===== src/rtl/maze_walker_pkg.sv =====
package maze_walker_pkg;

  localparam int N_DIR = 4;
  localparam int N_ACT = 7;

  localparam int DIR_LEFT  = 0;
  localparam int DIR_AHEAD = 1;
  localparam int DIR_RIGHT = 2;
  localparam int DIR_BEHIND = 3;

  localparam int ACT_FWD   = 0;
  localparam int ACT_BACK  = 1;
  localparam int ACT_CW    = 2;
  localparam int ACT_CCW   = 3;
  localparam int ACT_PICK  = 4;
  localparam int ACT_THROW = 5;
  localparam int ACT_SHUT  = 6;

  typedef enum logic [3:0] {
    WS_INIT,
    WS_SEEK,
    WS_FWD,
    WS_TURN_L,
    WS_TURN_R,
    WS_SPIN_A,
    WS_SPIN_B,
    WS_GRAB,
    WS_EJECT,
    WS_JUMP,
    WS_HALT
  } walker_state_t;

  // Direction index to the state that faces or moves that way.
  function automatic walker_state_t dir_target(input int d);
    case (d)
      DIR_LEFT:  return WS_TURN_L;
      DIR_AHEAD: return WS_FWD;
      DIR_RIGHT: return WS_TURN_R;
      default:   return WS_SPIN_A;
    endcase
  endfunction

endpackage


===== src/rtl/mw_seek_arbiter.sv =====
module mw_seek_arbiter
  import maze_walker_pkg::*;
(
  input  logic [N_DIR-1:0] wall_i,
  input  logic [N_DIR-1:0] light_i,
  input  logic             batt_low_i,
  input  logic             gem_here_i,
  input  logic             hatch_i,
  input  logic             carrying_i,
  output walker_state_t    seek_next_o
);

  logic          exit_req;
  logic          light_hit;
  logic          wall_gap;
  walker_state_t light_pick;
  walker_state_t wall_pick;

  assign exit_req  = (batt_low_i || carrying_i) && (|light_i);
  assign light_hit = exit_req;
  assign wall_gap  = ~(&wall_i);

  // Lowest direction index has precedence: scan from the top down.
  always_comb begin
    light_pick = WS_SEEK;
    for (int d = N_DIR - 1; d >= 0; d--) begin
      if (light_i[d]) light_pick = dir_target(d);
    end
  end

  always_comb begin
    wall_pick = WS_SEEK;
    for (int d = N_DIR - 1; d >= 0; d--) begin
      if (!wall_i[d]) wall_pick = dir_target(d);
    end
  end

  always_comb begin
    if (batt_low_i && hatch_i)         seek_next_o = WS_JUMP;
    else if (carrying_i && hatch_i)    seek_next_o = WS_EJECT;
    else if (light_hit)                seek_next_o = light_pick;
    else if (!carrying_i && gem_here_i) seek_next_o = WS_GRAB;
    else if (wall_gap)                 seek_next_o = wall_pick;
    else                               seek_next_o = WS_SEEK;
  end

endmodule


===== src/rtl/mw_sequencer.sv =====
module mw_sequencer
  import maze_walker_pkg::*;
(
  input  logic             clk,
  input  logic             rst_n,
  input  logic [N_DIR-1:0] wall_i,
  input  logic [N_DIR-1:0] light_i,
  input  logic             batt_low_i,
  input  logic             gem_here_i,
  input  logic             hatch_i,
  input  logic             carrying_i,
  output walker_state_t    state_o
);

  walker_state_t state_q;
  walker_state_t state_d;
  walker_state_t seek_next;

  mw_seek_arbiter u_arb (
    .wall_i      (wall_i),
    .light_i     (light_i),
    .batt_low_i  (batt_low_i),
    .gem_here_i  (gem_here_i),
    .hatch_i     (hatch_i),
    .carrying_i  (carrying_i),
    .seek_next_o (seek_next)
  );

  always_comb begin
    case (state_q)
      WS_INIT:   state_d = WS_SEEK;
      WS_SEEK:   state_d = seek_next;
      WS_FWD:    state_d = WS_SEEK;
      WS_TURN_L: state_d = WS_FWD;
      WS_TURN_R: state_d = WS_FWD;
      WS_SPIN_A: state_d = WS_SPIN_B;
      WS_SPIN_B: state_d = WS_SEEK;
      WS_GRAB:   state_d = WS_SEEK;
      WS_EJECT:  state_d = WS_SEEK;
      WS_JUMP:   state_d = WS_HALT;
      WS_HALT:   state_d = WS_HALT;
      default:   state_d = WS_INIT;
    endcase
  end

  always_ff @(posedge clk or negedge rst_n) begin
    if (!rst_n) state_q <= WS_INIT;
    else        state_q <= state_d;
  end

  assign state_o = state_q;


  jump_wins_chk: assert property (@(posedge clk) disable iff (!rst_n)
    (state_q == WS_SEEK && batt_low_i && hatch_i) |=> (state_q == WS_JUMP));


  halt_absorb_chk: assert property (@(posedge clk) disable iff (!rst_n)
    (state_q == WS_HALT || state_q == WS_JUMP) |=> (state_q == WS_HALT));


  turn_then_step_chk: assert property (@(posedge clk) disable iff (!rst_n)
    (state_q == WS_TURN_L || state_q == WS_TURN_R) |=> (state_q == WS_FWD));


  spin_pair_chk: assert property (@(posedge clk) disable iff (!rst_n)
    (state_q == WS_SPIN_A) |=> (state_q == WS_SPIN_B));


  init_leaves_chk: assert property (@(posedge clk) disable iff (!rst_n)
    (state_q == WS_INIT) |=> (state_q == WS_SEEK));

endmodule


===== src/rtl/mw_carry_flag.sv =====
module mw_carry_flag
  import maze_walker_pkg::*;
(
  input  logic          clk,
  input  logic          rst_n,
  input  walker_state_t state_i,
  output logic          carrying_o
);

  logic carry_q;
  logic carry_d;
  logic set_en;
  logic clr_en;

  assign set_en = (state_i == WS_GRAB);
  assign clr_en = (state_i == WS_EJECT) || (state_i == WS_INIT);

  always_comb begin
    carry_d = carry_q;
    if (clr_en)      carry_d = 1'b0;
    else if (set_en) carry_d = 1'b1;
  end

  always_ff @(posedge clk or negedge rst_n) begin
    if (!rst_n) carry_q <= 1'b0;
    else        carry_q <= carry_d;
  end

  assign carrying_o = carry_q;


  grab_sets_chk: assert property (@(posedge clk) disable iff (!rst_n)
    (state_i == WS_GRAB) |=> carrying_o);


  eject_clears_chk: assert property (@(posedge clk) disable iff (!rst_n)
    (state_i == WS_EJECT) |=> !carrying_o);

endmodule


===== src/rtl/mw_action_decode.sv =====
module mw_action_decode
  import maze_walker_pkg::*;
(
  input  walker_state_t    state_i,
  output logic [N_ACT-1:0] act_o
);

  always_comb begin
    act_o = '0;
    case (state_i)
      WS_FWD:              act_o[ACT_FWD]   = 1'b1;
      WS_TURN_L:           act_o[ACT_CCW]   = 1'b1;
      WS_TURN_R,
      WS_SPIN_A,
      WS_SPIN_B:           act_o[ACT_CW]    = 1'b1;
      WS_GRAB:             act_o[ACT_PICK]  = 1'b1;
      WS_EJECT:            act_o[ACT_THROW] = 1'b1;
      WS_JUMP, WS_HALT:    act_o[ACT_SHUT]  = 1'b1;
      default:             act_o = '0;
    endcase
  end

endmodule


===== src/rtl/maze_walker.sv =====
module maze_walker
  import maze_walker_pkg::*;
(
  input  logic             clk,
  input  logic             rst_n,
  input  logic [N_DIR-1:0] wall_i,
  input  logic [N_DIR-1:0] light_i,
  input  logic             batt_low_i,
  input  logic             gem_here_i,
  input  logic             hatch_i,
  output logic [N_ACT-1:0] act_o,
  output logic             carrying_o
);

  walker_state_t state;
  logic          carrying;

  mw_sequencer u_seq (
    .clk        (clk),
    .rst_n      (rst_n),
    .wall_i     (wall_i),
    .light_i    (light_i),
    .batt_low_i (batt_low_i),
    .gem_here_i (gem_here_i),
    .hatch_i    (hatch_i),
    .carrying_i (carrying),
    .state_o    (state)
  );

  mw_carry_flag u_carry (
    .clk        (clk),
    .rst_n      (rst_n),
    .state_i    (state),
    .carrying_o (carrying)
  );

  mw_action_decode u_dec (
    .state_i (state),
    .act_o   (act_o)
  );

  assign carrying_o = carrying;


  act_onehot_chk: assert property (@(posedge clk) disable iff (!rst_n)
    $onehot0(act_o) && !act_o[ACT_BACK]);


  shut_held_chk: assert property (@(posedge clk) disable iff (!rst_n)
    act_o[ACT_SHUT] |=> act_o[ACT_SHUT]);

endmodule


===== config.mk =====
export PLATFORM = sky130hd
export DESIGN_NAME = maze_walker
export DESIGN_NICKNAME = d
export VERILOG_FILES = /design/src/rtl/maze_walker_pkg.sv /design/src/rtl/mw_seek_arbiter.sv /design/src/rtl/mw_sequencer.sv /design/src/rtl/mw_carry_flag.sv /design/src/rtl/mw_action_decode.sv /design/src/rtl/maze_walker.sv
export SDC_FILE = /design/constraint.sdc
export NUM_CORES = 1
export LEC_CHECK = 0
export ABC_AREA = 1
export BUFFER_PORTS_ARGS = -buffer_cell sky130_fd_sc_hd__clkbuf_2
export CORE_UTILIZATION = 30
export DETAILED_ROUTE_END_ITERATION = 8
export PLACE_DENSITY_LB_ADDON = 0.12
export SETUP_SLACK_MARGIN = 0.3
export SKIP_LAST_GASP = 1
export SYNTH_ARGS = -nofsm -noshare
export SYNTH_HDL_FRONTEND = slang
export SYNTH_SLANG_ARGS = --single-unit

===== constraint.sdc =====
create_clock -name clk -period 1.6 [get_ports clk]
set_clock_uncertainty 0.2 [all_clocks]
set_input_delay 0.08 -clock clk [delete_from_list [all_inputs] [get_ports clk]]
set_output_delay 0.08 -clock clk [all_outputs]
set_load 0.005 [all_outputs]

==> results.txt <==
The critical path arrival is 1.17 ns. The number of top-level design ports came out at 21. The worst hold path belongs to the class in -> reg. The power density relative to cell area is 1608 nW/um^2.

The critical path starts at u_seq.state_o[3]$_DFF_PN0_. STA classifies the critical path endpoint as a primary output. Counting every instance in the synthesized netlist gives 69. STA classifies the critical path startpoint as a flip-flop. In this run the number of H-tree levels came out at 1. The pre-antenna-repair detailed-routing pass consisted of 2 iterations. Counting I/O delays and the setup requirement, the final critical path takes 1.453 ns.

The async set-or-reset flop fraction in the synthesized netlist came out at 100.0%. The HPWL reported at the end of detailed placement came out at 804.1 microns. The die width is 39.82 microns. The number of nets in the layout is 114. The ratio of final minimum period to clock period is 90.80%. The cell row count came out at 13. The netlist area before placement is 429.2 sq um. The achievable frequency is 688.3 MHz. The destination of the worst register-to-register timing path is u_seq.state_o[0]$_DFF_PN0_. Compared with the post-synthesis result, the final layout area differs by 62.97%. The total routing usage reported by global routing came out at 18.42%. The final hold violation count is 2. The via count of the first global-routing pass came out at 490.

The peak ir drop on the vdd network came out at 0.5355 mV. The simple-gate area share of the yosys netlist came out at 47.52%. Traced cell by cell, the critical path runs through inv_2 > nor4_4 > buf_2. The routed length per instance is 9.930 microns. The max-capacitance violation count is 0. The total via count in the routed design came out at 523. The area share of the largest cell type after synthesis came out at 29.15%.

The count of clock tree sinks is 5. The synthesized design spends more area on one cell type than any other, namely sky130_fd_sc_hd__dfrtp_1. Synthesis inferred 5 register bits. The required time at the worst-slack endpoint is 1.32 ns.

The largest individual stage delay along the critical path comes from the cell sky130_fd_sc_hd__dfrtp_2. The internal reg-to-reg setup slack is 0.20 ns. The pin count of the biggest net entering global routing came out at 6. The total negative slack for setup checks came out at 0 ns. The detail route stage leaves a number of antenna-violating nets equal to 0. After detailed routing, the number of remaining DRC violations is 0. The kind of cell with the highest combined delay along the critical path is flip-flops. The core area is 1318 sq um.

For this run, the leading register cell type out of synthesis is sky130_fd_sc_hd__dfrtp_1. The count of flip-flops with a built-in enable after synthesis came out at 0. The layout has 139 filler cells. The tightest hold margin came out at -0.02446 ns. The y dimension of the die is 39.82 microns. The global-route wire length before repair is 1.835 mm. The diode insertion count for antenna repair came out at 0. The maximum buffer depth of the clock tree is 2. The number of buffers inserted during clock tree synthesis came out at 3. Port buffering added 19 buffers. The post-synthesis average cell area is 6.220 sq um. For this run, the slowest stage of the critical path takes 0.42 ns.

The total count of max-transition violations in the final report came out at 0. The category of the critical setup timing path is reg -> out. After synthesis, the largest family of logic cells by area is simple AND/OR/NAND/NOR gates. The fraction of the mapped netlist area in compound gates came out at 10.20%. The maximum net fanout on the critical path came out at 5.

The run finished, with violations left. Dividing the detail-routed via count by the number of cells gives 4.548. Setup repair after global routing could not meet its margin everywhere. The die covers 1586 sq um.

The critical path capture point is act_o[6]. The initial utilization of the core area, before any placement, comes to 32.57%. By area the synthesized netlist is led by sky130_fd_sc_hd__dfrtp_1 29%, sky130_fd_sc_hd__nand2_1 21%, sky130_fd_sc_hd__nor2_1 9.6%, sky130_fd_sc_hd__inv_1 7.9%, sky130_fd_sc_hd__nor4_4 5.0%. The source-to-sink clock delay at the later pin of the worst-skew pair came out at 0.24 ns. The layout cell share with drive strength beyond 1 is 54.00%.

Clock-pin slew was measured on the worst setup and hold paths at 0.04 ns. The wire length after detailed routing is 1.142 mm. After Yosys synthesis, XOR and XNOR cells account for 0% of the synthesized area. The analysis attributes to cell leakage a power of 0.3884 nW.

The count of unique library cells instantiated by Yosys is 19. The multiplexer share of the synthesized area came out at 0%. The sequential cell area fraction in the yosys report came out at 29.15%. The count of yosys warnings during synthesis came out at 0. The TritonCTS clock tree is done. The total overflow reported by the global router came out at 0.

The last weighted congestion value of the routability-driven placer is 0.6727. The count of routing violations after the opening detailed-route iteration came out at 7. The worst path buffer plus inverter count is 2. The initial antenna violation count is 0.

Clock tree synthesis selected as its root buffer the cell sky130_fd_sc_hd__clkbuf_4. The checks that failed: negative hold slack. The total number of cells along the worst setup path is 3.

The post-layout instance count excluding filler cells came out at 115. The post-synthesis net count is 82. The path depth of the worst reg2reg path is 8. The cell count after placement is 101. The adder and majority cell fraction of the synthesized area came out at 0%.

The startpoint of the worst register-to-register path is u_seq.state_o[1]$_DFF_PN0_. Setup violations remaining at the end of the flow were counted as 0.
## power breakdown
group          total [mW]  internal [mW]  switching, mW
clock               0.142         0.0940         0.0478
sequential          0.296          0.197         0.0991
combinational       0.686          0.317          0.370
total                1.12          0.608          0.516
## per-stage QoR
stage / util, % / setup WS [ns] / area, sq um / total power, mW
finish: 53.09 / 0.1471 / 699.4 / 1.125
global route: 53.09 / 0.07735 / 699.4 / 1.245
CTS: 48.62 / 0.06756 / 640.6 / 0.9828
detailed placement: 40.08 / 0.2312 / 528.0 / 0.7407
global placement: 40.08 / 0.2774 / 528.0 / 0.7434
floorplan: - / 0.3066 / 429.2 / 0.6007
## layout by cell type (no fill, tap or decap), types with 2 or more instances in the layout
cell type and count:
sky130_fd_sc_hd__nor2_4 2, sky130_fd_sc_hd__nor2_2 4, sky130_fd_sc_hd__buf_4 5, sky130_fd_sc_hd__nand2_2 5, sky130_fd_sc_hd__buf_6 2, sky130_fd_sc_hd__buf_2 3
sky130_fd_sc_hd__clkbuf_2 15, sky130_fd_sc_hd__nand2_1 18, sky130_fd_sc_hd__o21ai_0 2, sky130_fd_sc_hd__inv_2 5, sky130_fd_sc_hd__dlygate4sd3_1 4, sky130_fd_sc_hd__nor2_1 6
sky130_fd_sc_hd__clkbuf_4 3, sky130_fd_sc_hd__o21ai_1 3, sky130_fd_sc_hd__dfrtp_2 4, sky130_fd_sc_hd__inv_1 4, sky130_fd_sc_hd__a21oi_1 2
## synth_stat cells (2+ instances only)
| library cell | count |
|---|---|
| sky130_fd_sc_hd__inv_1 | 9 |
| sky130_fd_sc_hd__buf_4 | 2 |
| sky130_fd_sc_hd__nor2_1 | 11 |
| sky130_fd_sc_hd__o21ai_0 | 4 |
| sky130_fd_sc_hd__nand2_1 | 24 |
| sky130_fd_sc_hd__dfrtp_1 | 5 |
| sky130_fd_sc_hd__a21oi_1 | 2 |
## worst min-delay path: stages
cell and delay, ns:
sky130_fd_sc_hd__clkbuf_2 0.09, sky130_fd_sc_hd__o21ai_1 0.07, sky130_fd_sc_hd__nand2_1 0.07, sky130_fd_sc_hd__o21ai_1 0.06
## routing by layer
metal  vias to the layer above  wire (microns)  global-route usage [%]
li1                        271               -                       -
met1                       233             410                   16.49
met2                        17             674                   34.02
met3                         2              43                   4.545
met4                         0              13                   14.66
met5                         -               0                       0
## sequential cells by signal (all words and copies together) (netlist names)
register and count:
u_seq.state_o 4, u_carry.carrying_o 1
## cells by family after synthesis
kind of cell | after synthesis
compound gates | 8
buf+inv | 12
flops | 5
other cells | 1
simple gates | 43
## worst min-delay path by stage
stage / startpoint / endpoint / slack, ns / depth (start not counted)
6_report: light_i[1] / u_seq.state_o[2]$_DFF_PN0_ / -0.02 / 4
5_1_grt: light_i[1] / u_seq.state_o[2]$_DFF_PN0_ / 0.02 / 4
4_1_cts: light_i[1] / u_seq.state_o[2]$_DFF_PN0_ / 0.01 / 4
3_5_place_dp: rst_n / u_carry.carrying_o$_DFFE_PN0P_ / -0.30 / 1
3_3_place_gp: rst_n / u_seq.state_o[3]$_DFF_PN0_ / -0.29 / 1
2_1_floorplan: rst_n / u_carry.carrying_o$_DFFE_PN0P_ / -0.42 / 0
## cell type report
cell class,instances,area [sq um],share of cell area (%)
inverter,10,40.04,5.725
timing repair buffer,29,190.2,27.19
multi-input combinational,52,294.0,42.04
clock buffer,4,26.28,3.757
sequential,5,130.1,18.60
tap,15,18.77,2.683
## what timing repair did
action | 4_1_cts | 5_1_grt
endpoints found under the setup margin | 9 | 10
hold buffers | 4 | 0
buffers inserted | 5 | 1
endpoints found under the hold margin | 8 | 0
gates resized for setup | 5 | 27
pin swaps | 4 | 8
Note: power is estimated with default switching activity, not from simulation.
